[src/rtl/twi_srx_pkg.sv]
package twi_srx_pkg;

    localparam int ADDR_W = 7;
    localparam int BYTE_W = ADDR_W + 1;

    typedef logic [7:0] stat_t;

    localparam stat_t ST_OWN_ADDR      = 8'h60;
    localparam stat_t ST_OWN_ADDR_ARB  = 8'h68;
    localparam stat_t ST_GC_ADDR       = 8'h70;
    localparam stat_t ST_GC_ADDR_ARB   = 8'h78;
    localparam stat_t ST_OWN_DATA_ACK  = 8'h80;
    localparam stat_t ST_OWN_DATA_NACK = 8'h88;
    localparam stat_t ST_GC_DATA_ACK   = 8'h90;
    localparam stat_t ST_GC_DATA_NACK  = 8'h98;
    localparam stat_t ST_END_OF_XFER   = 8'hA0;
    localparam stat_t ST_NOTHING       = 8'hF8;

    typedef enum logic [1:0] {
        PH_IDLE,
        PH_ADDR,
        PH_DATA,
        PH_ACK
    } phase_t;

    typedef enum logic [1:0] {
        AM_NONE,
        AM_OWN,
        AM_GCALL
    } amatch_t;

    typedef struct packed {
        logic scl;
        logic sda;
        logic scl_rise;
        logic scl_fall;
        logic start;
        logic stop;
    } bus_ev_t;

    function automatic amatch_t classify_addr(
        input logic [BYTE_W-1:0] b,
        input logic [ADDR_W-1:0] own,
        input logic              gc_en
    );
        if (b[0]) return AM_NONE;
        if (b[BYTE_W-1:1] == '0) return gc_en ? AM_GCALL : AM_NONE;
        if (b[BYTE_W-1:1] == own) return AM_OWN;
        return AM_NONE;
    endfunction

    function automatic stat_t addr_code(input amatch_t m, input logic arb);
        if (m == AM_GCALL) return arb ? ST_GC_ADDR_ARB : ST_GC_ADDR;
        return arb ? ST_OWN_ADDR_ARB : ST_OWN_ADDR;
    endfunction

    function automatic stat_t data_code(input logic gc, input logic ack);
        if (gc) return ack ? ST_GC_DATA_ACK : ST_GC_DATA_NACK;
        return ack ? ST_OWN_DATA_ACK : ST_OWN_DATA_NACK;
    endfunction

endpackage

[src/rtl/twi_srx_sync.sv]
module twi_srx_sync
    import twi_srx_pkg::*;
#(
    parameter int STAGES = 2
) (
    input  logic    clk,
    input  logic    rst,
    input  logic    scl_raw,
    input  logic    sda_raw,
    output bus_ev_t ev
);
    logic [STAGES-1:0] scl_pipe;
    logic [STAGES-1:0] sda_pipe;
    logic              scl_q;
    logic              sda_q;

    always_ff @(posedge clk) begin
        if (rst) begin
            scl_pipe <= '1;
            sda_pipe <= '1;
            scl_q    <= 1'b1;
            sda_q    <= 1'b1;
        end else begin
            scl_pipe <= {scl_pipe[STAGES-2:0], scl_raw};
            sda_pipe <= {sda_pipe[STAGES-2:0], sda_raw};
            scl_q    <= scl_pipe[STAGES-1];
            sda_q    <= sda_pipe[STAGES-1];
        end
    end

    always_comb begin
        ev.scl      = scl_pipe[STAGES-1];
        ev.sda      = sda_pipe[STAGES-1];
        ev.scl_rise = ev.scl & ~scl_q;
        ev.scl_fall = ~ev.scl & scl_q;
        ev.start    = ev.scl & scl_q & sda_q & ~ev.sda;
        ev.stop     = ev.scl & scl_q & ~sda_q & ev.sda;
    end

endmodule

[src/rtl/twi_srx_shift.sv]
module twi_srx_shift #(
    parameter int W = 8
) (
    input  logic         clk,
    input  logic         rst,
    input  logic         clr,
    input  logic         sample,
    input  logic         bit_in,
    output logic [W-1:0] data,
    output logic         full
);
    localparam int CW = $clog2(W + 1);

    logic [CW-1:0] cnt;

    always_ff @(posedge clk) begin
        if (rst) begin
            cnt  <= '0;
            data <= '0;
        end else if (clr) begin
            cnt <= '0;
        end else if (sample && !full) begin
            data <= {data[W-2:0], bit_in};
            cnt  <= cnt + CW'(1);
        end
    end

    assign full = (cnt == CW'(W));

endmodule

[src/rtl/twi_srx_ctrl.sv]
module twi_srx_ctrl
    import twi_srx_pkg::*;
(
    input  logic              clk,
    input  logic              rst,
    input  bus_ev_t           ev,
    input  logic [BYTE_W-1:0] byte_val,
    input  logic              byte_full,
    input  logic [ADDR_W-1:0] own_addr,
    input  logic              gc_en,
    input  logic              ack_en,
    input  logic              arb_lost,
    input  logic              flag_clear,
    output logic              shift_clr,
    output logic              shift_en,
    output logic              sda_low,
    output logic              scl_low,
    output logic              flag,
    output stat_t             status,
    output logic [BYTE_W-1:0] rx_data
);
    phase_t  phase;
    amatch_t am;
    logic    engaged;
    logic    gc_sel;
    logic    stay;
    stat_t   pend;
    logic    byte_end;

    always_comb begin
        am        = classify_addr(byte_val, own_addr, gc_en);
        byte_end  = ev.scl_fall && byte_full;
        shift_en  = ev.scl_rise && (phase == PH_ADDR || phase == PH_DATA);
        shift_clr = ev.start || ev.stop || (phase == PH_ACK && ev.scl_fall);
        scl_low   = flag;
    end

    always_ff @(posedge clk) begin
        if (rst) begin
            phase   <= PH_IDLE;
            engaged <= 1'b0;
            gc_sel  <= 1'b0;
            stay    <= 1'b0;
            sda_low <= 1'b0;
            pend    <= ST_NOTHING;
            flag    <= 1'b0;
            status  <= ST_NOTHING;
            rx_data <= '0;
        end else begin
            if (flag_clear) begin
                flag   <= 1'b0;
                status <= ST_NOTHING;
            end
            if (ev.start || ev.stop) begin
                sda_low <= 1'b0;
                phase   <= ev.start ? PH_ADDR : PH_IDLE;
                engaged <= 1'b0;
                if (engaged) begin
                    flag   <= 1'b1;
                    status <= ST_END_OF_XFER;
                end
            end else begin
                case (phase)
                    PH_ADDR: begin
                        if (byte_end) begin
                            if (am != AM_NONE && ack_en) begin
                                sda_low <= 1'b1;
                                phase   <= PH_ACK;
                                pend    <= addr_code(am, arb_lost);
                                gc_sel  <= (am == AM_GCALL);
                                stay    <= 1'b1;
                                engaged <= 1'b1;
                                rx_data <= byte_val;
                            end else begin
                                phase <= PH_IDLE;
                            end
                        end
                    end
                    PH_DATA: begin
                        if (byte_end) begin
                            sda_low <= ack_en;
                            phase   <= PH_ACK;
                            pend    <= data_code(gc_sel, ack_en);
                            stay    <= ack_en;
                            rx_data <= byte_val;
                        end
                    end
                    PH_ACK: begin
                        if (ev.scl_fall) begin
                            sda_low <= 1'b0;
                            flag    <= 1'b1;
                            status  <= pend;
                            engaged <= stay;
                            phase   <= stay ? PH_DATA : PH_IDLE;
                        end
                    end
                    default: ;
                endcase
            end
        end
    end

endmodule

[src/rtl/twi_slave_rx.sv]
module twi_slave_rx
    import twi_srx_pkg::*;
#(
    parameter int SYNC_STAGES = 2
) (
    input  logic                               clk,
    input  logic                               rst,
    input  logic                               scl_in,
    input  logic                               sda_in,
    input  logic [twi_srx_pkg::ADDR_W-1:0]     own_addr,
    input  logic                               gc_enable,
    input  logic                               ack_enable,
    input  logic                               arb_lost,
    input  logic                               flag_clear,
    output logic                               scl_drive_low,
    output logic                               sda_drive_low,
    output logic                               irq_flag,
    output logic [7:0]                         status,
    output logic [twi_srx_pkg::BYTE_W-1:0]     rx_data
);
    bus_ev_t           bus_ev;
    logic              shift_clr;
    logic              shift_en;
    logic [BYTE_W-1:0] byte_val;
    logic              byte_full;

    twi_srx_sync #(.STAGES(SYNC_STAGES)) u_sync (
        .clk     (clk),
        .rst     (rst),
        .scl_raw (scl_in),
        .sda_raw (sda_in),
        .ev      (bus_ev)
    );

    twi_srx_shift #(.W(BYTE_W)) u_shift (
        .clk    (clk),
        .rst    (rst),
        .clr    (shift_clr),
        .sample (shift_en),
        .bit_in (bus_ev.sda),
        .data   (byte_val),
        .full   (byte_full)
    );

    twi_srx_ctrl u_ctrl (
        .clk        (clk),
        .rst        (rst),
        .ev         (bus_ev),
        .byte_val   (byte_val),
        .byte_full  (byte_full),
        .own_addr   (own_addr),
        .gc_en      (gc_enable),
        .ack_en     (ack_enable),
        .arb_lost   (arb_lost),
        .flag_clear (flag_clear),
        .shift_clr  (shift_clr),
        .shift_en   (shift_en),
        .sda_low    (sda_drive_low),
        .scl_low    (scl_drive_low),
        .flag       (irq_flag),
        .status     (status),
        .rx_data    (rx_data)
    );

endmodule

[config.mk]
export PLATFORM = sky130hd
export DESIGN_NAME = twi_slave_rx
export DESIGN_NICKNAME = d
export VERILOG_FILES = /design/src/rtl/twi_srx_pkg.sv /design/src/rtl/twi_srx_sync.sv /design/src/rtl/twi_srx_shift.sv /design/src/rtl/twi_srx_ctrl.sv /design/src/rtl/twi_slave_rx.sv
export SDC_FILE = /design/constraint.sdc
export NUM_CORES = 1
export LEC_CHECK = 0
export ABC_AREA = 1
export ABC_CLOCK_PERIOD_IN_PS = 1680
export BUFFER_PORTS_ARGS = -buffer_cell sky130_fd_sc_hd__buf_2
export CAP_MARGIN = 20
export CELL_PAD_IN_SITES_DETAIL_PLACEMENT = 1
export CELL_PAD_IN_SITES_GLOBAL_PLACEMENT = 2
export CORE_ASPECT_RATIO = 0.6
export CORE_MARGIN = 3
export CORE_UTILIZATION = 32
export DETAILED_ROUTE_END_ITERATION = 10
export GPL_ROUTABILITY_DRIVEN = 0
export PLACE_DENSITY_LB_ADDON = 0.1
export SLEW_MARGIN = 15
export SYNTH_ARGS = -nofsm -noshare
export SYNTH_HDL_FRONTEND = slang
export SYNTH_SLANG_ARGS = --single-unit
[constraint.sdc]
create_clock -name clk -period 1.68 [get_ports clk]
set_input_delay 0.084 -clock clk [delete_from_list [all_inputs] [get_ports clk]]
set_output_delay 0.084 -clock clk [all_outputs]
set_load 0.05 [all_outputs]
---- After elaboration in Yosys (flattened, before gate mapping) ----
Cells that the tools add are included.
operators by class
  $add $sub $neg .......................... 1
  equal/unequal tests ..................... 13
  mux-type cells .......................... 66
  bitwise logic cells ..................... 13
  reduce and logical (&&, ||, !) cells .... 23
operators with widths
  operator               number
  $mux W8                15
  $pmux W8 S2            2
  $mux W1                28
  $mux W2                13
  $mux W4                4
  $reduce_and A4 Y1      3
  $reduce_and A5 Y1      2
  $and A1 B1 Y1          7
  $eq A7 B7 Y1           1
  $logic_not A7 Y1       1
  $eq A2 B2 Y1 const B   3
  $ne A2 B1 Y1 const B   3
  $ne A3 B2 Y1 const B   2
  $not A1 Y1             6
  $pmux W2 S3            1
  $reduce_bool A2 Y1     3
  $logic_and A1 B1 Y1    5
  $add A4 B1 Y4 const B  1
  $eq A4 B4 Y1 const B   1
  $pmux W1 S2            2
  $reduce_bool A4 Y1     1
  $reduce_or A2 Y1       2
  $logic_or A1 B1 Y1     3
  $ne A3 B1 Y1 const B   1
  6 further kinds        6
storage, ports and cells
  bits in registers ....................... 49
  input bits .............................. 15
  output and inout bits ................... 19
  logic and storage cells ................. 131

---- Depth between registers and ports, before layout ----
Gate-level depths: netlist of the first run.
  depth in word-level cells ............... 19
  mapped depth ............................ 14
  mapped depth without buffers ............ 13

---- Hierarchy ----
From an unflattened synthesis of the first run, not the netlist that was laid out.
unflattened totals
  cell total of the unflattened synthesis .. 340
  area total of the unflattened synthesis .. 2331.0 um^2
modules (own cells, without submodules)
  module         times used  cells each  area an instance (um^2)  sequential area each (um^2)
  twi_srx_ctrl   1           223         1465.2                   540.5
  twi_srx_shift  1           91          653.1                    240.2
  twi_srx_sync   1           26          212.7                    120.1

---- Worst setup path after synthesis of the first run ----
OpenSTA, ideal clock, no wires.
  kind .................................... register to register
  start ................................... register u_ctrl.phase[0]
  end ..................................... register u_ctrl.rx_data[0]
  setup time .............................. 0.069 ns
  data arrival time ....................... 1.479 ns
  data required time ...................... 1.611 ns
  path slack .............................. 0.132 ns
  stages on the path, launching flop included .. 10
  buffers on the path ..................... 1
  clock period less this slack ............ 1.548 ns
  cells stage by stage .................... dfxtp_1 inv_1 ha_1 clkinv_1 a21oi_2 nor2_4 nand2_4 buf_12 nand2_4 a21oi_2
between the ends
  longest elaborated chain between the ends .. 3
  elaborated cells on any way between the ends .. 8
  those cells by class .................... 5 x eq/ne; 1 x mux; 2 x reduce/logical
RTL lines
  item                                                         line                source
  start, declared                                              twi_srx_ctrl.sv:22  phase_t phase;
  start signal, assigned                                       twi_srx_ctrl.sv:56  phase <= ev.start ? PH_ADDR : PH_IDLE;
  start signal, assigned                                       twi_srx_ctrl.sv:94  phase <= stay ? PH_DATA : PH_IDLE;
  $eq A2 B1 Y1 or $eq A2 B2 Y1 (tied branches)                 twi_srx_ctrl.sv:63  case (phase)
  $ne A2 B1 Y1 (no source line), or another cell as far along  -
  $reduce_and A5 Y1 (no source line)                           -
  end signal, assigned                                         twi_srx_ctrl.sv:73  rx_data <= byte_val;
  end signal, assigned                                         twi_srx_ctrl.sv:85  rx_data <= byte_val;
  end, declared                                                twi_srx_ctrl.sv:20  output logic [BYTE_W-1:0] rx_data
Parallel ways exist; a longest one is shown, timed or not.
A chain may end at the register's enable or synchronous reset.

---- Worst setup path in the final report of the first run ----
  start ................................... register u_shift.data[4]
  end ..................................... register u_ctrl.pend[7]
between the ends
  longest elaborated chain between the ends .. 18
  elaborated cells on any way between the ends .. 27
  those cells by class .................... 3 x eq/ne; 20 x mux; 4 x reduce/logical
RTL lines
  item                    line                 source
  start, declared         twi_srx_shift.sv:9   output logic [W-1:0] data,
  start signal, assigned  twi_srx_shift.sv:23  data <= {data[W-2:0], bit_in};
  $eq A7 B7 Y1            twi_srx_pkg.sv:48    if (b[BYTE_W-1:1] == own) return AM_OWN;
  $mux W1 (2 in series)   twi_srx_pkg.sv:48
  $mux W1                 twi_srx_pkg.sv:47    if (b[BYTE_W-1:1] == '0) return gc_en ? AM_GCALL : AM_NONE;
  $mux W2                 twi_srx_pkg.sv:49    return AM_NONE;
  $mux W2 (*)             twi_srx_pkg.sv:48
  $mux W2 (*)             twi_srx_pkg.sv:47
  $eq A2 B2 Y1            twi_srx_pkg.sv:53    if (m == AM_GCALL) return arb ? ST_GC_ADDR_ARB : ST_GC_ADDR;
  $mux W1                 twi_srx_pkg.sv:53
  $mux W1                 twi_srx_ctrl.sv:66   if (am != AM_NONE && ack_en) begin
  $mux W1                 twi_srx_ctrl.sv:65   if (byte_end) begin
  $mux W1                 twi_srx_ctrl.sv:63
  $mux W1                 twi_srx_ctrl.sv:54   if (ev.start || ev.stop) begin
  $mux W1                 twi_srx_ctrl.sv:39   if (rst) begin
  $mux W8                 twi_srx_pkg.sv:54    return arb ? ST_OWN_ADDR_ARB : ST_OWN_ADDR;
  $mux W8                 twi_srx_ctrl.sv:66
  $mux W8                 twi_srx_ctrl.sv:65
  $pmux W8 S2             twi_srx_ctrl.sv:63
  end signal, assigned    twi_srx_ctrl.sv:69   pend <= addr_code(am, arb_lost);
  end signal, assigned    twi_srx_ctrl.sv:83   pend <= data_code(gc_sel, ack_en);
  end, declared           twi_srx_ctrl.sv:27   stat_t pend;
Every way passes the cells marked *; elsewhere a longest branch is shown, timed or not. The select of a mux whose other input is x is not followed.

==> results of run 1 <==
synthesized netlist by cell type, drive strengths merged:
| library cell | count |
|---|---|
| nand2 | 64 |
| a21oi | 33 |
| clkinv | 2 |
| dfxtp | 45 |
| or2 | 4 |
| nor3 | 5 |
| nor2 | 26 |
| clkbuf | 4 |
| nand4 | 3 |
| a211oi | 1 |
| xnor2 | 2 |
| buf | 5 |
| inv | 41 |
| ha | 6 |
| o21ai | 14 |
| a211o | 1 |
| o311ai | 1 |
| nand3 | 33 |
layout make-up:
cell class | count | area [µm²]
Fill cell | 795 | 3430
Multi-Input combinational cell | 194 | 1230
Clock inverter | 3 | 46.3
Timing Repair Buffer | 60 | 427
Inverter | 43 | 161
Sequential cell | 45 | 916
Tap cell | 84 | 105
Clock buffer | 5 | 125
sequential cells by signal, summed over array words and instances, names as in the netlist, 2 cells and up:
signal,flops
u_sync.sda_pipe,2
u_ctrl.status,8
u_shift.data,8
u_shift.cnt,4
u_ctrl.phase,2
u_sync.scl_pipe,2
u_ctrl.pend,4
u_ctrl.rx_data,8
per-layer routing:
metal,share of wire [%],GRT usage (%)
met1,53,24.9
met2,40,22.5
met3,4.5,4.10
met5,0,0
met4,1.6,5.27
final timing paths:
check	end	slack [ns]	cells after the start
max reg2reg	u_ctrl.pend[7]	0.07	11
min	u_ctrl.flag	0.04	2
min reg2reg	u_sync.scl_pipe[1]	0.42	1
max	u_ctrl.pend[7]	0.07	11
cell usage in the layout, fill, tap and decap left out, types with 2 or more instances in the layout:
master,instances
dlygate4sd3_1,2
nor3_1,3
xnor2_1,2
buf_2,33
nor2_2,5
buf_6,3
a21oi_2,9
nand3_2,8
clkbuf_16,6
nand3_1,25
buf_12,2
nor3_4,2
o21ai_0,12
nand2_4,9
nand2_2,4
or2_2,4
dfxtp_1,37
inv_2,9
nand4_1,3
inv_1,33
nand2_8,2
nand2_1,50
ha_4,2
ha_1,3
nor2_1,17
nor2_4,4
buf_4,19
a21oi_1,23
dfxtp_4,2
dfxtp_2,6
power breakdown:
group	internal (mW)	total (mW)	switching [mW]	leakage, nW
logic	0.492	1.21	0.714	0.906
registers	1.18	1.27	0.0906	0.370
clock network	0.704	1.14	0.431	0.0800
total	2.37	3.61	1.24	1.36
cells by family (layout without fill, tap and decap cells):
kind of cell / count (synthesis) / in the layout / share of synthesized area [%]
AOI/OAI and AO/OA: 50 / 50 / 13.0
xor gates and xnor gates: 2 / 2 / 0.784
adders and majority gates: 6 / 6 / 3.36
buffers and inverters: 52 / 111 / 10.7
DFF: 45 / 45 / 40.3
and+or+nand+nor: 135 / 136 / 31.8
repair_timing:
item	in CTS	in global routing
hold buffers	2	0
endpoints found under the hold margin	2	0
gates resized for setup	4	44
endpoints found under the setup margin	12	22
setup buffers	3	3
gates cloned	0	3
pin swaps	3	7
critical path, stage by stage, from the launching register on:
cell,delay (ns)
dfxtp_4,0.36
nor2_1,0.13
nand2_1,0.10
nor2_4,0.16
inv_2,0.05
nand3_2,0.09
nand2_4,0.07
nand2_4,0.08
nand2_8,0.10
clkbuf_16,0.17
nand3_1,0.10
nand3_2,0.07
==> run summary, run 1 <==
Clock root buffer - clkbuf_16
CTS tree - yes
Layout cells sized above 1 - 38.9%
Max IR drop VDD - 458 µV
Largest cells by area after synthesis - dfxtp_1 (40%), nand2_1 (8.4%), inv_1 (6.7%), nand3_1 (6.0%), a21oi_1 (5.8%)
Iter 0 DRT Violations - 82
Leak pwr - 1.36 nW
Dpl cell area - 0.00257 mm²
Initial antenna violation count - 0
Clock Latency Late Sink - 0.29 ns
Chip Height - 70.7 µm
Sequential share of the synthesized area - 40.3%
First-pass GRT wire length - 10500 µm
Sink Count - 45
Relative slew slack - 60.9%
Die ar. - 0.00806 mm²
Hold Slack - 0.0374 ns
H-tree depth - 2
Tcrit/Tclk final - 95.7%
Initial Utilization - 34.7%
Final nets - 370
Antenna-violating nets left - 0
Min-Delay Path Class - in2reg
Port bufs - 33
Setup TNS - 0 ns
Vias in the first global route - 2074
Syn. warnings - 0
Mapped Cells - 290
Placed cell count - 415
Synth Cell Area - 0.00223 mm²
Top achievable clock speed - 622 MHz
MaxCap Viol Count - 0
Setup crit start kind - flip-flop
Yosys reg bits - 45
Area leader, netlist - dfxtp_1
Yosys cell types - 31
Final setup vio count - 0
Final instance area - 0.00301 mm²
Die width - 114 µm
Largest net degree at the start of global routing - 18
Post-Route WL - 6410 µm
Pre-CTS setup slack - -0.0535 ns
Critical Path RT - 1.85 ns
Syn Nets - 311
All-Layer GR Usage - 16.4%
Crit end category - flip-flop
Core Util, Final - 46.8%
Overall power - 3.61 mW
Worst-Margin Slew - 0.583 ns
# IOs - 34
Critical Path Fanout Max - 7
Hold Startpoint - rst
Worst setup path startpoint - u_shift.data[4]
P per Cell Area - 1200 mW/mm²
Synth top area share - 40.3%
Clk pin slew, worst setup/hold paths - 0.07 ns
DRC viols - 0
Post-route minimum period - 1.61 ns
Status - complete, no violations
Area Growth Syn to Fin - 34.8%
Congestion Overflow GR - 0
Worst EP arrival - 1.78 ns
CP Class - reg2reg
Synth Area per Inst - 7.71 µm²
Rows - 22
Worst R2R Start - u_shift.data[4]
Placeable Area - 0.00644 mm²
Final Max Tran Viols - 0
Inserted Clock Buffers - 5
CTS max path bufs - 2
WL/cell - 14.8 µm
Final Hold Vio Count - 0
Layout Skew - 0.00669 ns
Placed wire-length estimate - 4680 µm
Cell Count, Final, Fillers Out - 434
Drt pass-1 iters - 4
ANT cells - 0
Vias per cell - 4.75
RSZ-0062 raised after global routing - false
DR vias - 2060
Worst setup margin - 0.0719 ns
No activity file was read; power rests on OpenSTA's default activity.
==> run 2: changes to the inputs <==
CORE_UTILIZATION = 31   (was 32)
SYNTH_HIERARCHICAL = 1   (was default)
==> run 2 against run 1 <==
Effect of this change:
- the run now ends with negative setup slack left
- clock-buffer cell count unchanged
- critical path depth unchanged
- synthesized cell count up 17%
- setup slack lost 0.076 ns
- utilization decreased by 2.1 points
- final cell count up 15%
- via count is 11% higher
- hold slack better by 0.092 ns
- wire length rose by 15%
- register-to-register slack worse by 0.08 ns
- fmax decreased by 4.5%
==> run summary, run 2 <==
RSZ-0062 raised after global routing - true
Hold Slack - 0.129 ns
Mapped Cells - 339
Syn Nets - 360
Reg2Reg Depth - 11
Overall power - 3.75 mW
Placed wire-length estimate - 5310 µm
Commonest non-fill, non-tap cell in the layout - nand2_1
Clock Latency Late Sink - 0.30 ns
Setup crit start kind - flip-flop
Syn. warnings - 6
All-Layer GR Usage - 17.0%
Relative slew slack - 70.3%
P per Cell Area - 1210 mW/mm²
Congestion Overflow GR - 0
Critical Path RT - 1.91 ns
Worst setup margin - -0.00437 ns
Initial antenna violation count - 0
Initial Utilization - 33.4%
Sink Count - 45
Min-Delay Path Class - in2reg
Clk pin slew, worst setup/hold paths - 0.07 ns
Worst-Margin Slew - 0.445 ns
First-pass GRT wire length - 11400 µm
Vias per cell - 4.59
CTS tree - yes
Vias in the first global route - 2201
ANT cells - 0
Synth Cell Area - 0.00232 mm²
MaxCap Viol Count - 0
Largest net degree at the start of global routing - 19
Cell Count, Final, Fillers Out - 500
Leak pwr - 1.47 nW
Synth Area per Inst - 6.85 µm²
CTS max path bufs - 2
Status - complete, but fails checks
Area Growth Syn to Fin - 33.8%
Dpl cell area - 0.00272 mm²
DR vias - 2293
Layout Skew - 0.00998 ns
Violated checks - negative setup slack
Pre-CTS setup slack - -0.163 ns
Die width - 118 µm
Top Registers - u_ctrl/rx_data (8), u_ctrl/status (8), u_shift/data (8)
Most frequent cells in the layout - nand2_1 (82), inv_1 (59), dfxtp_1 (40)
Worst Hold Path Cells - 3
Drt pass-1 iters - 4
Max IR drop VDD - 791 µV
DRC viols - 0
Placed cell count - 482
Final nets - 420
Placeable Area - 0.00696 mm²
Rows - 23
Final Max Tran Viols - 0
Final Hold Vio Count - 0
Iter 0 DRT Violations - 87
Layout cells sized above 1 - 28.0%
Critical Path Fanout Max - 6
Tcrit/Tclk final - 100%
CP Class - reg2reg
Crit end category - flip-flop
WL/cell - 14.8 µm
# IOs - 34
Worst EP arrival - 1.91 ns
Final instance area - 0.00311 mm²
Post-Route WL - 7390 µm
Clock root buffer - clkbuf_16
Top achievable clock speed - 594 MHz
Final setup vio count - 1
Post-route minimum period - 1.68 ns
Inserted Clock Buffers - 5
Die ar. - 0.00860 mm²
FILL cells - 903
Chip Height - 73.1 µm
Port bufs - 33
H-tree depth - 2
Antenna-violating nets left - 0
[run 2: final timing paths]
check                     start                 end  slack, ns
max reg2reg      u_shift/cnt[0]   u_ctrl/rx_data[6]     -0.004
max              u_shift/cnt[0]   u_ctrl/rx_data[6]     -0.004
min reg2reg  u_sync/sda_pipe[0]  u_sync/sda_pipe[1]       0.41
min                  flag_clear    u_ctrl/status[3]       0.13
[run 2: per-stage QoR]
step / TNS [ns] / util, %
detailed placement: -1.75 / 39.1
floorplan: -0.00747 / -
CTS: 0 / 41.8
finish: -0.00437 / 44.6
global route: -1.88 / 44.6
global placement: -0.946 / 39.1
[run 2: timing repair]
action                     in CTS  in global routing
pin swaps                       0                  3
buffers inserted                0                  5
cloned                          0                  3
hold endpoints to repair        2                  0
gates resized for setup         4                 24
setup endpoints to repair      14                 30
hold buffers                    2                  0
[run 2: layout make-up]
class / count / area, µm² / area share (%)
Tap cell: 100 / 125 / 4.02
Clock inverter: 3 / 25.0 / 0.805
Timing Repair Buffer: 60 / 428 / 13.8
Sequential cell: 45 / 910 / 29.3
Clock buffer: 5 / 125 / 4.02
Inverter: 65 / 250 / 8.05
Multi-Input combinational cell: 222 / 1250 / 40.1
[run 2: where the power goes]
group          internal [mW]  switching, mW  leakage, nW  total [mW]
clock                  0.559          0.457       0.0704        1.02
sequential              1.17         0.0815        0.368        1.25
combinational          0.614          0.872         1.04        1.49
[run 2: routing by layer]
metal  routed length (µm)  global-route usage [%]  vias up
li1                     -                       -     1186
met1                 4050                    25.6     1056
met2                 2930                    23.3       44
met3                  327                    4.42        7
met4                   82                    5.45        0
met5                    0                       0        -
[run 2: worst max-delay path: stages, from the launching register on]
cell       delay (ns)
dfxtp_4          0.36
inv_4            0.06
ha_4             0.13
nand3_4          0.07
inv_2            0.08
nand2_4          0.08
nand2_4          0.08
nand3_2          0.08
a21oi_4          0.26
clkbuf_16        0.21
nand3_1          0.07
a21oi_1          0.15
==> run 3: changes to the inputs <==
ABC_AREA = default   (was 1)
CORE_UTILIZATION = 34   (was 31)
==> run 3 against run 2 <==
Effect of this change:
- largest power group is now registers
- the run still ends with negative setup slack left
- area after synthesis down 10%
- synthesized cell count shrank 35%
- via count fell by 17%
- first-iteration DRC count is 57% lower
- clock skew down 0.0032 ns
- fmax down 10%
==> run summary, run 3 <==
Synth Cell Area - 0.00208 mm²
Congestion Overflow GR - 0
Violated checks - negative setup slack
Crit path cell chain - xor2_4, nor4_4, nand4_1, a31oi_4, buf_6, mux2i_1, nor2_1
Clk pin slew, worst setup/hold paths - 0.09 ns
Initial Utilization - 36.2%
Worst setup path startpoint - u_shift/data[1]
Most frequent cells in the layout - buf_4 (48), buf_2 (33), dfxtp_1 (32)
Reg2Reg Depth - 7
Relative slew slack - 65.0%
Top Registers - u_ctrl/rx_data (8), u_ctrl/status (8), u_shift/data (8)
Sw Share - 32.5%
Clk pwr share - 25.9%
Worst setup margin - -0.199 ns
Setup crit start kind - flip-flop
Worst Setup EP - u_ctrl/rx_data[1]
Die ar. - 0.00713 mm²
Layout cells sized above 1 - 55.1%
CTS tree - yes
RSZ-0062 raised after global routing - true
Min-Delay Path Class - in2reg
DRC viols - 0
Post-route minimum period - 1.88 ns
Drt pass-1 iters - 4
Vias in the first global route - 1959
Chip Height - 66.6 µm
Net switching power - 0.976 mW
CTS max path bufs - 2
Inserted Clock Buffers - 5
All-Layer GR Usage - 18.2%
H-tree depth - 2
Tcrit/Tclk final - 112%
Rows - 21
Internal Pwr Total - 2.02 mW
Die width - 107 µm
Reg2Reg Setup Slack - -0.20 ns
Part of the power in registers - 40.0%
Sink Count - 45
Pre-CTS setup slack - -0.177 ns
Max IR drop VDD - 342 µV
Final nets - 334
Syn. warnings - 6
Synth Area per Inst - 9.51 µm²
Layout Skew - 0.00678 ns
Crit end category - flip-flop
ANT cells - 0
Placed wire-length estimate - 4280 µm
MaxCap Viol Count - 0
Slowest-stage cell, CP - dfxtp_4
Clock root buffer - clkbuf_8
Port bufs - 33
Antenna-violating nets left - 0
Placeable Area - 0.00575 mm²
Clock Latency Late Sink - 0.31 ns
Syn Nets - 240
Worst EP arrival - 2.06 ns
Leak pwr - 1.37 nW
DR vias - 1900
Worst-Margin Slew - 0.525 ns
Crit path largest cell delay - 0.38 ns
Critical Path Fanout Max - 4
Largest net degree at the start of global routing - 27
Vias per cell - 4.82
Critical Path RT - 1.86 ns
Logic pwr share - 34.0%
Final Hold Vio Count - 0
Status - complete, but fails checks
Mapped Cells - 219
CP Class - reg2reg
Post-Route WL - 6530 µm
Initial antenna violation count - 0
WL/cell - 16.6 µm
Commonest non-fill, non-tap cell in the layout - buf_4
Area Growth Syn to Fin - 56.8%
P per Cell Area - 918 mW/mm²
Worst R2R Start - u_shift/data[1]
Iter 0 DRT Violations - 37
Critical R2R Capture - u_ctrl/rx_data[1]
Top achievable clock speed - 532 MHz
# IOs - 34
Setup TNS - -2.45 ns
Final Max Tran Viols - 0
Final setup vio count - 16
First-pass GRT wire length - 9860 µm
==> run 3: per-layer routing <==
layer	share of wire [%]	up-vias	GRT usage [%]
met5	0	-	0
met4	1.2	0	5.42
met3	3.9	8	5.42
met2	47	31	29.1
met1	47	919	23.7
li1	-	942	-
==> run 3: power groups by stage <==
stage	clock network [mW]	logic [mW]	registers, mW
after floorplan	0	0.457	1.23
after global placement	0	0.702	1.21
after detailed placement	0	0.699	1.21
after CTS	0.807	0.889	1.19
after global routing	0.856	1.10	1.21
final	0.778	1.02	1.20
==> run 3: area by class of cell <==
cell class,instances,area (µm²)
Fill cell,645,2490
Multi-Input combinational cell,154,1370
Sequential cell,45,927
Timing Repair Buffer,97,721
Clock buffer,7,96.3
Tap cell,80,100
Inverter,10,40.0
Clock inverter,1,8.76
==> run 3: stage by stage <==
step                      utilization, %  area [µm²]  power [mW]  cells  hold WS [ns]
after detailed placement            46.1        2650        1.91    368         0.271
after floorplan                        -        2100        1.69    219         0.181
after CTS                           52.6        3030        2.88    389        0.0739
after global placement              46.1        2650        1.91    368         0.263
after global routing                56.8        3270        3.17    394         0.100
final                               56.8        3270        3.00    394        0.0894
==> run 3: worst min-delay path by stage <==
stage	from	end	slack (ns)	depth (start not counted)
after floorplan	scl_in	u_sync/scl_pipe[0]	0.18	1
after global placement	sda_in	u_sync/sda_pipe[0]	0.26	2
after detailed placement	sda_in	u_sync/sda_pipe[0]	0.27	2
after CTS	flag_clear	u_ctrl/status[6]	0.07	3
after global routing	flag_clear	u_ctrl/status[6]	0.10	3
final	flag_clear	u_ctrl/status[6]	0.09	3
==> run 3: what timing repair did <==
item,CTS,global route
setup endpoints to repair,32,35
pin swaps,16,20
hold buffers,2,0
hold endpoints to repair,2,0
gates resized for setup,39,49
setup buffers,11,6
==> run 3: critical path: cells and delay by family, from the launching register on <==
kind | cells | cell delay [ns]
AOI/OAI and AO/OA | 1 | 0.30
DFF | 1 | 0.38
muxes | 1 | 0.18
and+or+nand+nor | 3 | 0.57
buffers and inverters | 1 | 0.16
xor gates and xnor gates | 1 | 0.16
